<file path="config.mk">
export PLATFORM = sky130hd
export DESIGN_NAME = hb_interlock
export DESIGN_NICKNAME = d
export VERILOG_FILES = /design/src/rtl/hbi_pkg.sv /design/src/rtl/hbi_sync.sv /design/src/rtl/hbi_gate.sv /design/src/rtl/hbi_fault.sv /design/src/rtl/hb_interlock.sv
export SDC_FILE = /design/constraint.sdc
export NUM_CORES = 1
export LEC_CHECK = 0
export CAP_MARGIN = 20
export CORE_AREA = 2 2 39 41
export CTS_BUF_LIST = sky130_fd_sc_hd__clkbuf_8
export DETAILED_ROUTE_END_ITERATION = 12
export DIE_AREA = 0 0 41 43
export GPL_TIMING_DRIVEN = 0
export PLACE_DENSITY = 0.7
export SYNTH_ARGS = -nofsm -noshare
export SYNTH_HDL_FRONTEND = slang
export SYNTH_SLANG_ARGS = --single-unit
</file>
<file path="constraint.sdc">
create_clock -name clk_i -period 1.5 [get_ports clk_i]
set_clock_uncertainty 0.1 [all_clocks]
set_input_delay 0.15 -clock clk_i [delete_from_list [all_inputs] [get_ports clk_i]]
set_output_delay 0.15 -clock clk_i [all_outputs]
set_load 0.05 [all_outputs]
</file>
<file path="src/rtl/hbi_pkg.sv">
package hbi_pkg;
   localparam int SIDES = 2;
   localparam int HS    = 0;
   localparam int LS    = 1;
   typedef logic [SIDES-1:0] side_vec_t;

   function automatic int opposite(input int side);
      return (side == HS) ? LS : HS;
   endfunction
endpackage

</file>
<file path="src/rtl/hbi_sync.sv">
module hbi_sync #(
   parameter int WIDTH  = 4,
   parameter int STAGES = 2
) (
   input  logic             clk_i,
   input  logic             rst_ni,
   input  logic [WIDTH-1:0] d_i,
   output logic [WIDTH-1:0] q_o
);
   if (STAGES < 2) begin : g_bad_stages
      $error("hbi_sync: STAGES must be at least 2");
   end
   if (WIDTH < 1) begin : g_bad_width
      $error("hbi_sync: WIDTH must be at least 1");
   end

   for (genvar b = 0; b < WIDTH; b++) begin : g_bit
      logic [STAGES-1:0] chain_q;
      always_ff @(posedge clk_i or negedge rst_ni) begin
         if (!rst_ni) chain_q <= '0;
         else         chain_q <= {chain_q[STAGES-2:0], d_i[b]};
      end
      assign q_o[b] = chain_q[STAGES-1];
   end
endmodule

</file>
<file path="src/rtl/hbi_gate.sv">
module hbi_gate (
   input  logic clk_i,
   input  logic rst_ni,
   input  logic pwm_own_i,
   input  logic pwm_opp_i,
   input  logic off_opp_i,
   output logic drv_o
);
   logic allow;
   assign allow = off_opp_i & ~pwm_opp_i;

   always_ff @(posedge clk_i or negedge rst_ni) begin
      if (!rst_ni) drv_o <= 1'b0;
      else         drv_o <= pwm_own_i & allow;
   end

   // opposite switch on blocks this side on the next edge
   p_blocked_by_opp_r4: assert property (@(posedge clk_i) disable iff (!rst_ni)
      !off_opp_i |=> !drv_o);
   // an opposite request blocks this side on the next edge
   p_blocked_by_req_r5: assert property (@(posedge clk_i) disable iff (!rst_ni)
      pwm_opp_i |=> !drv_o);
endmodule

</file>
<file path="src/rtl/hbi_fault.sv">
module hbi_fault #(
   parameter int MASK_CYC = 8
) (
   input  logic clk_i,
   input  logic rst_ni,
   input  logic pwm_i,
   input  logic off_i,
   input  logic clr_i,
   output logic flt_o
);
   localparam int CNT_W = (MASK_CYC < 2) ? 1 : $clog2(MASK_CYC);
   localparam logic [CNT_W-1:0] LAST = CNT_W'(MASK_CYC - 1);

   if (MASK_CYC < 1) begin : g_bad_mask
      $error("hbi_fault: MASK_CYC must be at least 1");
   end

   logic             cond;
   logic [CNT_W-1:0] cnt_q;
   logic             hit;

   assign cond = pwm_i & off_i;
   assign hit  = cond && (cnt_q == LAST);

   always_ff @(posedge clk_i or negedge rst_ni) begin
      if (!rst_ni)                cnt_q <= '0;
      else if (clr_i || !cond)    cnt_q <= '0;
      else if (cnt_q != LAST)     cnt_q <= cnt_q + 1'b1;
   end

   always_ff @(posedge clk_i or negedge rst_ni) begin
      if (!rst_ni)     flt_o <= 1'b0;
      else if (clr_i)  flt_o <= 1'b0;
      else if (hit)    flt_o <= 1'b1;
   end

   // flag holds without a clear
   p_flag_hold_r8: assert property (@(posedge clk_i) disable iff (!rst_ni)
      (flt_o && !clr_i) |=> flt_o);
   // clear drops the flag on the next edge
   p_flag_clear_r8: assert property (@(posedge clk_i) disable iff (!rst_ni)
      clr_i |=> !flt_o);
   // the flag rises only while the fault condition is present
   p_rise_needs_cond_r6: assert property (@(posedge clk_i) disable iff (!rst_ni)
      $rose(flt_o) |-> $past(pwm_i && off_i));
endmodule

</file>
<file path="src/rtl/hb_interlock.sv">
module hb_interlock #(
   parameter int SYNC_STAGES    = 2,
   parameter int FAULT_MASK_CYC = 8
) (
   input  logic clk_i,
   input  logic rst_ni,
   input  logic pwm_hs_i,
   input  logic pwm_ls_i,
   input  logic off_hs_i,
   input  logic off_ls_i,
   input  logic flt_clr_i,
   output logic drv_hs_o,
   output logic drv_ls_o,
   output logic flt_hs_o,
   output logic flt_ls_o
);
   import hbi_pkg::*;

   localparam int SYNC_W = 2 * SIDES;

   side_vec_t         pwm_s, off_s, drv, flt;
   logic [SYNC_W-1:0] raw, synced;

   assign raw   = {off_ls_i, off_hs_i, pwm_ls_i, pwm_hs_i};
   assign pwm_s = synced[SIDES-1:0];
   assign off_s = synced[SYNC_W-1:SIDES];

   hbi_sync #(.WIDTH(SYNC_W), .STAGES(SYNC_STAGES)) u_sync (
      .clk_i (clk_i),
      .rst_ni(rst_ni),
      .d_i   (raw),
      .q_o   (synced)
   );

   for (genvar s = 0; s < SIDES; s++) begin : g_side
      localparam int OPP = opposite(s);

      hbi_gate u_gate (
         .clk_i    (clk_i),
         .rst_ni   (rst_ni),
         .pwm_own_i(pwm_s[s]),
         .pwm_opp_i(pwm_s[OPP]),
         .off_opp_i(off_s[OPP]),
         .drv_o    (drv[s])
      );

      hbi_fault #(.MASK_CYC(FAULT_MASK_CYC)) u_fault (
         .clk_i (clk_i),
         .rst_ni(rst_ni),
         .pwm_i (pwm_s[s]),
         .off_i (off_s[s]),
         .clr_i (flt_clr_i),
         .flt_o (flt[s])
      );
   end

   assign drv_hs_o = drv[HS];
   assign drv_ls_o = drv[LS];
   assign flt_hs_o = flt[HS];
   assign flt_ls_o = flt[LS];

   // the two driver inputs are never high together
   p_no_overlap_r5: assert property (@(posedge clk_i) disable iff (!rst_ni)
      !(drv_hs_o && drv_ls_o));
   // high-side drive implies the low side reported off one edge earlier
   p_hs_needs_ls_off_r2: assert property (@(posedge clk_i) disable iff (!rst_ni)
      $rose(drv_hs_o) |-> $past(off_s[LS]));
   // low-side drive implies the high side reported off one edge earlier
   p_ls_needs_hs_off_r3: assert property (@(posedge clk_i) disable iff (!rst_ni)
      $rose(drv_ls_o) |-> $past(off_s[HS]));
endmodule

</file>
---- Word level (Yosys, flattened, before mapping) ----
Cells that the tools add are included.
cells by class
  add/subtract/negate cells ............... 2
  eq/ne operators ......................... 4
  mux-type cells .......................... 8
  bitwise operators ....................... 8
  reductions and logical operators ........ 10
operators by type and width
  cell                                                            number
  3-bit 2-to-1 mux                                                4
  2-bit nonzero test                                              4
  3-bit by 1-bit adder with 3-bit output (second input constant)  2
  1-bit bitwise AND                                               6
  3-bit == test (second input constant)                           2
  3-bit != test (second input constant)                           2
  1-bit 2-to-1 mux                                                4
  1-bit logical AND                                               2
  1-bit logical NOT                                               2
  1-bit logical OR                                                2
  1-bit NOT                                                       2
word-level totals
  register bits after elaboration ......... 18
  input port bits ......................... 7
  output and inout bits ................... 4
  logic and storage cells ................. 42

---- Longest topological paths before layout ----
Gate-level depths: netlist of run 1.
  depth after elaboration ................. 4
  gate-level depth with buffers ........... 4
  depth with buffers taken out ............ 4

---- By module ----
From an unflattened synthesis of run 1, not the netlist that was laid out.
second synthesis, totals
  cells, all modules ...................... 46
  area total of the unflattened synthesis .. 663.1 um^2
by module, submodules not included
  module     instances  cells each  area each (um^2)  seq. area each (um^2)
  hbi_fault  2          15          182.7             100.1
  hbi_sync   1          12          230.2             200.2
  hbi_gate   2          2           33.8              25.0

---- Worst setup path after synthesis of run 1 ----
Ideal clock, no wire load.
  path type ............................... register to register
  from .................................... register g_side[1].u_fault.cnt_q[0]
  to ...................................... register g_side[1].u_fault.cnt_q[0]
  library setup time ...................... 0.086 ns
  arrival ................................. 1.055 ns
  data required time ...................... 1.314 ns
  setup slack ............................. 0.259 ns
  cell stages (with the launch flop) ...... 5
  path buffers ............................ 0
  period minus slack after synthesis ...... 1.241 ns
  cells stage by stage .................... dfrtp_1 ha_1 ha_1 xor2_1 nor3_1
between the ends
  longest elaborated chain between the ends .. 3
  elaborated cells on any way between the ends .. 5
  those cells by class .................... add/sub (1); eq/ne (1); mux (2); reduce/logical (1)
RTL lines
  what                                    RTL line         RTL
  start, declared                         hbi_fault.sv:19  logic [CNT_W-1:0] cnt_q;
  start signal, assigned                  hbi_fault.sv:28  else if (cnt_q != LAST) cnt_q <= cnt_q + 1'b1;
  3-bit by 1-bit adder with 3-bit output  hbi_fault.sv:28
  3-bit 2-to-1 mux                        hbi_fault.sv:28
  3-bit 2-to-1 mux                        hbi_fault.sv:27  else if (clr_i || !cond) cnt_q <= '0;
Parallel ways exist; a longest one is shown, timed or not. The select of a mux whose other input is x is not followed.
A chain may end at the register's enable or synchronous reset.

---- Worst setup path after layout of run 1 ----
  from .................................... register g_side[0].u_fault.flt_o
  to ...................................... output flt_hs_o
RTL lines
  what                    RTL line            RTL
  start, declared         hbi_fault.sv:9      output logic flt_o
  start signal, assigned  hbi_fault.sv:32     if (!rst_ni) flt_o <= 1'b0;
  start signal, assigned  hbi_fault.sv:33     else if (clr_i) flt_o <= 1'b0;
  start signal, assigned  hbi_fault.sv:34     else if (hit) flt_o <= 1'b1;
  end, declared           hb_interlock.sv:14  output logic flt_hs_o,
No word-level cell between the ends.

==> results of run 1 <==
-- cell usage in the layout (no fill, tap or decap), drive strengths merged --
master and instances:
a31oi 2, ha 4, clkbuf 4, clkdlybuf4s50 5, nor3 6, xor2 2, mux2i 4, nand2 2
dlygate4sd2 4, nor2 2, and3b 2, dfrtp 18
-- stage by stage --
step	cell area [um2]	power (mW)	util, %	setup slack (ps)	hold slack (ps)
final	783	0.869	56.6	132	156
after global routing	783	0.906	56.6	43.4	188
after CTS	783	0.884	56.6	123	169
after detailed placement	747	0.566	54.0	123	236
after global placement	747	0.565	54.0	121	233
after floorplan	637	0.536	-	259	-246
-- state kept, by name, indices dropped and copies added (netlist names) --
signal	cells
g_side.u_fault.flt_o	2
g_side.u_gate.drv_o	2
u_sync.g_bit.chain_q	8
g_side.u_fault.cnt_q	6
-- final timing paths --
| check | from | endpoint | slack, ps |
|---|---|---|---|
| setup reg to reg | g_side[0].u_fault.cnt_q[0] | g_side[0].u_fault.cnt_q[1] | 150 |
| min in group asynchronous | rst_ni | u_sync.g_bit[0].chain_q[0] | 230 |
| max in group asynchronous | rst_ni | g_side[1].u_fault.cnt_q[1] | 620 |
| setup / recovery | g_side[0].u_fault.flt_o | flt_hs_o | 130 |
| hold / removal | flt_clr_i | g_side[1].u_fault.flt_o | 160 |
| hold reg to reg | u_sync.g_bit[2].chain_q[0] | u_sync.g_bit[2].chain_q[1] | 250 |
-- kinds of logic (layout without fill, tap and decap cells) --
family                     Yosys count  in the layout  share of synthesized area [%]
muxes                                4              4                           6.29
and+or+nand+nor                     12             12                           9.82
buffers and inverters                1             13                          0.589
AOI/OAI and AO/OA                    2              2                           1.96
adders and majority gates            4              4                           7.86
xor gates and xnor gates             2              2                           2.75
DFF                                 18             18                           70.7
-- layout make-up --
class,instances,area [um2]
tap,16,20.0
clock buffer,3,41.3
buffer,1,3.75
timing repair buffer,9,85.1
multi-input combinational,24,183
fill,128,601
sequential,18,450
-- power by group through the flow --
stage	logic (mW)	clock network (mW)	registers (mW)
after floorplan	0.0122	0	0.524
after detailed placement	0.0477	0	0.518
after global placement	0.0473	0	0.517
after global routing	0.0505	0.345	0.510
after CTS	0.0463	0.329	0.509
final	0.0448	0.316	0.509
-- per-layer routing --
| layer | wire length (um) | GRT usage, % |
|---|---|---|
| met3 | 53 | 3.14 |
| met5 | 0 | 0 |
| met2 | 362 | 17.2 |
| met1 | 314 | 12.0 |
| met4 | 26 | 8.00 |
-- what timing repair did --
| action | CTS | global route |
|---|---|---|
| endpoints found under the setup margin | 4 | 0 |
| resized for setup | 4 | 0 |
| hold endpoints to repair | 0 | 0 |
==> metrics.txt, run 1 <==
Final Non-Filler Cells=71; Root Buffer=clkbuf_8; fmax=0.731 GHz; slowest stage delay, CP=530 ps; Clock power frac=36.3%; Slew HR=52.3%; initial antenna violation count=0; CTS tree=built; leak pwr=0.397 nW; arrival time worst endpoint=1120 ps; mapped cell area=637 um2; most common cell in the synthesized netlist=dfrtp_1; pin count of the biggest net entering global routing=19; Worst EP required=1250 ps; max-slew violations=0; Port Buffers=9; Hold/Removal Path Class=in2reg; syn avg cell area=14.8 um2; Post-CTS Hold Buffers=0; max-cap viol count=0; Reg power frac=58.6%; final wirelength=756 um; area share of the largest cell type after synthesis=70.7%; Final GP Congestion=0.681; Post-CTS Setup Bufs=0; Final min period=1370 ps; status=completed; DRT antenna net count=0; fraction of registers with async set/reset=100%; CP Buf/Inv Count=1; Yosys top cell by area=dfrtp_1; Slowest-stage cell, CP=dlygate4sd2_1; Vias=369; DRC=0; die height=43 um; total negative slack=0 ps; Clock Tree Buf Depth=2; worst-skew pair later-pin latency=250 ps; CTS H-tree lvls=1; number of CTS-inserted buffers=3; first-pass GRT wire length=1240 um; Top Ports=11; CP max FO=2; final setup vio count=0; vias in the first global route=340; register bit total from synthesis=18; synth top area cells=dfrtp_1 71%, ha_1 7.9%, mux2i_1 6.3%; RSZ-0062 raised after global routing=false; Setup CP Type=reg2out; EDFF count, synth=0; Net Sw Frac=19.6%; Post-synth top flop=dfrtp_1; via density per instance=5.20; Worst VDD drop=0.556 mV; CP delay by family, top=buffers and inverters; NetSw=0.171 mW; Syn Nets=54; worst path cell trace=dlygate4sd2_1; Comb pwr share=5.1%; number of clock sinks=18; die area=1760 um2; Synth top cells by count=18 x dfrtp_1, 6 x nor3_1, 4 x ha_1, 4 x mux2i_1; Total GRT Usage=11.0%; Core ar.=1380 um2; Final Hold Viols=0; cell internal pwr=0.699 mW; worst r2r path cells=4; post-synthesis sequential area ratio=70.7%; Cell variety after synth=10; detailed placement HPWL=604 um; number of placement rows=14; Cells after DPL=68; number of inserted diodes=0; crit end category=output pin; P&R area growth vs syn=23.0%; layout net count=68; Pwr Density=1110 nW/um2; Starting Density=46.0%; GRT overflow=0; Worst-Margin Slew=713 ps; Gate Count Post-Synth=43; Tcrit/Tclk final=91.2%; Crit path depth=1; Yosys warning total=0; drt first pass iters=1; Clock transition at path regs=60 ps; critical path startpoint category=register; DR iter-0 viols=0; die width=41 um; Hold Path Cell Cnt=2; post-DR wirelength/cell=10.6 um; layout cells sized above 1=5.45%
No activity file was read; power rests on OpenSTA's default activity.
==> inputs of run 2 (changes only) <==
--- a/config.mk
+++ b/config.mk
@@ -15,3 +15,4 @@
 export SYNTH_ARGS = -nofsm -noshare
 export SYNTH_HDL_FRONTEND = slang
 export SYNTH_SLANG_ARGS = --single-unit
+export TNS_END_PERCENT = 100
==> results of run 2 <==
The final DEF is identical to that of run 1; final timing and power are the same.
==> inputs of run 3 (changes only) <==
--- a/config.mk
+++ b/config.mk
@@ -5,13 +5,14 @@
 export SDC_FILE = /design/constraint.sdc
 export NUM_CORES = 1
 export LEC_CHECK = 0
+export ABC_AREA = 1
 export CAP_MARGIN = 20
-export CORE_AREA = 2 2 39 41
+export CORE_MARGIN = 2
+export CORE_UTILIZATION = 53
 export CTS_BUF_LIST = sky130_fd_sc_hd__clkbuf_8
 export DETAILED_ROUTE_END_ITERATION = 12
-export DIE_AREA = 0 0 41 43
 export GPL_TIMING_DRIVEN = 0
-export PLACE_DENSITY = 0.7
+export PLACE_DENSITY = 0.76
 export SYNTH_ARGS = -nofsm -noshare
 export SYNTH_HDL_FRONTEND = slang
 export SYNTH_SLANG_ARGS = --single-unit
==> run 3 against run 2 <==
Effect of this change: synthesized area increased by 8.6%; largest power group unchanged; critical path type unchanged; register-to-register slack improved by 20 ps; flip-flop and latch count unchanged; synthesized cell count increased by 65%; power increased by 9.0%; first-iteration DRC count increased by 7; wire length increased by 34%; sequential share of layout area decreased by 5.2 points.
==> metrics.txt, run 3 <==
status=completed; Syn Nets=82 (+52%); Worst setup endpoint=flt_hs_o; Slew HR=50.6% (-1.6 points); total negative slack=0 ps (unchanged); CTS tree=built; max-slew violations=0 (unchanged); Slowest-stage cell, CP=dlygate4sd2_1; worst-skew pair later-pin latency=250 ps (about the same); layout net count=97 (+43%); biggest regs=u_sync.g_bit.chain_q x8, g_side.u_fault.cnt_q x6; syn avg cell area=9.75 um2 (-34%); GRT overflow=0 (unchanged); layout cells sized above 1=4.71% (-0.75 points); slowest stage delay, CP=530 ps (about the same); DP Worst Slack=117 ps (-5.98 ps); post-DR wirelength/cell=10.1 um (-5.1%); Pwr Density=1100 nW/um2 (-0.85%); max-cap viol count=0 (unchanged); number of clock sinks=18 (unchanged); Worst EP required=1250 ps (about the same); CTS H-tree lvls=1 (unchanged); most common cell in the synthesized netlist=nand2_1; drt first pass iters=4 (+3); fmax=0.726 GHz (-0.67%); Cell variety after synth=7 (-3); Final GP Congestion=0.697 (+2.4%); CP Buf/Inv Count=1 (unchanged); Worst-Margin Slew=738 ps (+24.7 ps); Gate Count Post-Synth=71 (+65%); Total GRT Usage=17.0% (+6.0 points); Final min period=1380 ps (+9.18 ps); fraction of registers with async set/reset=100% (unchanged); die height=40.1 um (-6.7%); Final Non-Filler Cells=100 (+41%); Yosys warning total=0 (unchanged); Crit path depth=1 (unchanged); die area=1610 um2 (-8.7%); worst r2r path cells=7 (+3); Clock Tree Buf Depth=2 (unchanged); crit end category=output pin; leak pwr=0.499 nW (+26%); Clock transition at path regs=60 ps (about the same); register bit total from synthesis=18 (unchanged); r2r setup slk=170 ps (+20 ps); final setup vio count=0 (unchanged); DRC=0 (unchanged); Setup CP Type=reg2out; via density per instance=4.67 (-10%); Final Hold Viols=0 (unchanged); Worst R2R End=g_side[1].u_fault.cnt_q[1]; Min Hold Slack=233 ps (+76.5 ps); DR iter-0 viols=7 (+7); Hold Path Cell Cnt=1 (-1); initial antenna violation count=0 (unchanged); vias in the first global route=407 (+20%); number of placement rows=13 (-1); mapped cell area=692 um2 (+8.6%); Post-CTS Hold Buffers=0 (unchanged); Yosys top cell by area=dfrtp_1; CP startpoint=g_side[0].u_fault.flt_o; die width=40.1 um (-2.1%); critical path startpoint category=register; CP max FO=2 (unchanged); Worst VDD drop=0.692 mV (+24%); Root Buffer=clkbuf_8; final wirelength=1010 um (+34%); Starting Density=55.2% (+9.2 points); Cells after DPL=96 (+41%); detailed placement HPWL=769 um (+27%); Vias=467 (+27%); RSZ-0062 raised after global routing=false; Setup WS post-layout=123 ps (-9.18 ps); most frequent cells in the layout=30 x nand2_1, 18 x dfrtp_1, 9 x inv_1; DRT antenna net count=0 (unchanged); pin count of the biggest net entering global routing=19 (unchanged); Hold/Removal Path Class=in2reg; CP delay by family, top=buffers and inverters; Post-synth top flop=dfrtp_1; area share of the largest cell type after synthesis=65.1% (-5.6 points); largest register by flop count=u_sync.g_bit.chain_q; first-pass GRT wire length=1670 um (+35%); synth top area cells=dfrtp_1 65%, nand2_1 16%, ha_1 7.2%; Top Ports=11 (unchanged); most common cell after layout, fill and taps aside=nand2_1; EDFF count, synth=0 (unchanged); number of CTS-inserted buffers=3 (unchanged); R2R Path Start=g_side[1].u_fault.cnt_q[0]; worst path cell trace=dlygate4sd2_1; P&R area growth vs syn=24.4%; arrival time worst endpoint=1130 ps (about the same); number of inserted diodes=0 (unchanged); Tcrit/Tclk final=91.8% (+0.61 points); post-synthesis sequential area ratio=65.1% (-5.6 points); Synth top cells by count=30 x nand2_1, 18 x dfrtp_1, 9 x inv_1; Port Buffers=10 (+1); Core ar.=1250 um2 (-9.5%); final core occ=68.7% (+12 points); Fillers=89 (-30%); max FFs per register=8 (unchanged)
run 3: cell count changes after synthesis, moves of 4 or more:
cell     previous run  this run
nor2_1              2         6
nor3_1              6         0
mux2i_1             4         0
nand2_1             2        30
inv_1               0         9
run 3: how the worst min path moves through the flow:
stage | endpoint | from | slack [ps]
floorplan | g_side[0].u_fault.cnt_q[0] | rst_ni | -250
global placement | u_sync.g_bit[0].chain_q[1] | u_sync.g_bit[0].chain_q[0] | 230
detailed placement | u_sync.g_bit[3].chain_q[1] | u_sync.g_bit[3].chain_q[0] | 240
CTS | u_sync.g_bit[1].chain_q[0] | pwm_ls_i | 230
global route | u_sync.g_bit[2].chain_q[0] | off_hs_i | 240
finish | u_sync.g_bit[3].chain_q[0] | off_ls_i | 230
run 3: what timing repair did:
item	CTS	global route
gates resized for setup	4	0
setup endpoints to repair	4	0
setup buffers	0	0
run 3: metrics by stage:
step	power [mW]	instance area (um2)
after floorplan	0.540	692
after global placement	0.571	811
after detailed placement	0.574	811
after CTS	0.960	861
after global routing	0.990	861
final	0.947	861
run 3: report_power, final:
group / switching [mW] / total, mW / internal (mW)
clock network: 0.152 / 0.385 / 0.233
logic: 0.0287 / 0.0506 / 0.0219
registers: 0.0104 / 0.512 / 0.501
total: 0.191 / 0.947 / 0.756
run 3: routing by layer:
| metal | global-route usage [%] | vias to the layer above | routed length [um] |
|---|---|---|---|
| li1 | - | 246 | - |
| met1 | 18.8 | 205 | 434 |
| met2 | 27.4 | 13 | 479 |
| met3 | 8.33 | 3 | 79 |
| met4 | 7.76 | 0 | 17 |
| met5 | 0 | - | 0 |
run 3: cell type report:
cell class | instances | area, um2 | area share (%)
sequential | 18 | 450 | 52.3
tap | 15 | 18.8 | 2.18
clock buffer | 4 | 55.1 | 6.40
multi-input combinational | 44 | 208 | 24.1
inverter | 9 | 33.8 | 3.92
timing repair buffer | 10 | 95.1 | 11.0
run 3: kinds of logic (layout without fill, tap and decap cells):
family / Yosys count / after routing / share of synthesized area (%)
AND/OR/NAND/NOR: 40 / 40 / 22.8
flip-flops: 18 / 18 / 65.1
buffers and inverters: 9 / 23 / 4.88
adder cells (fa/ha/maj): 4 / 4 / 7.23
run 3: worst register-to-register path: cells and delay by family (launching register included):
family,cells,cell delay [ps]
fa+ha+maj,2,440
buf+inv,2,170
flops,1,410
simple gates,3,160
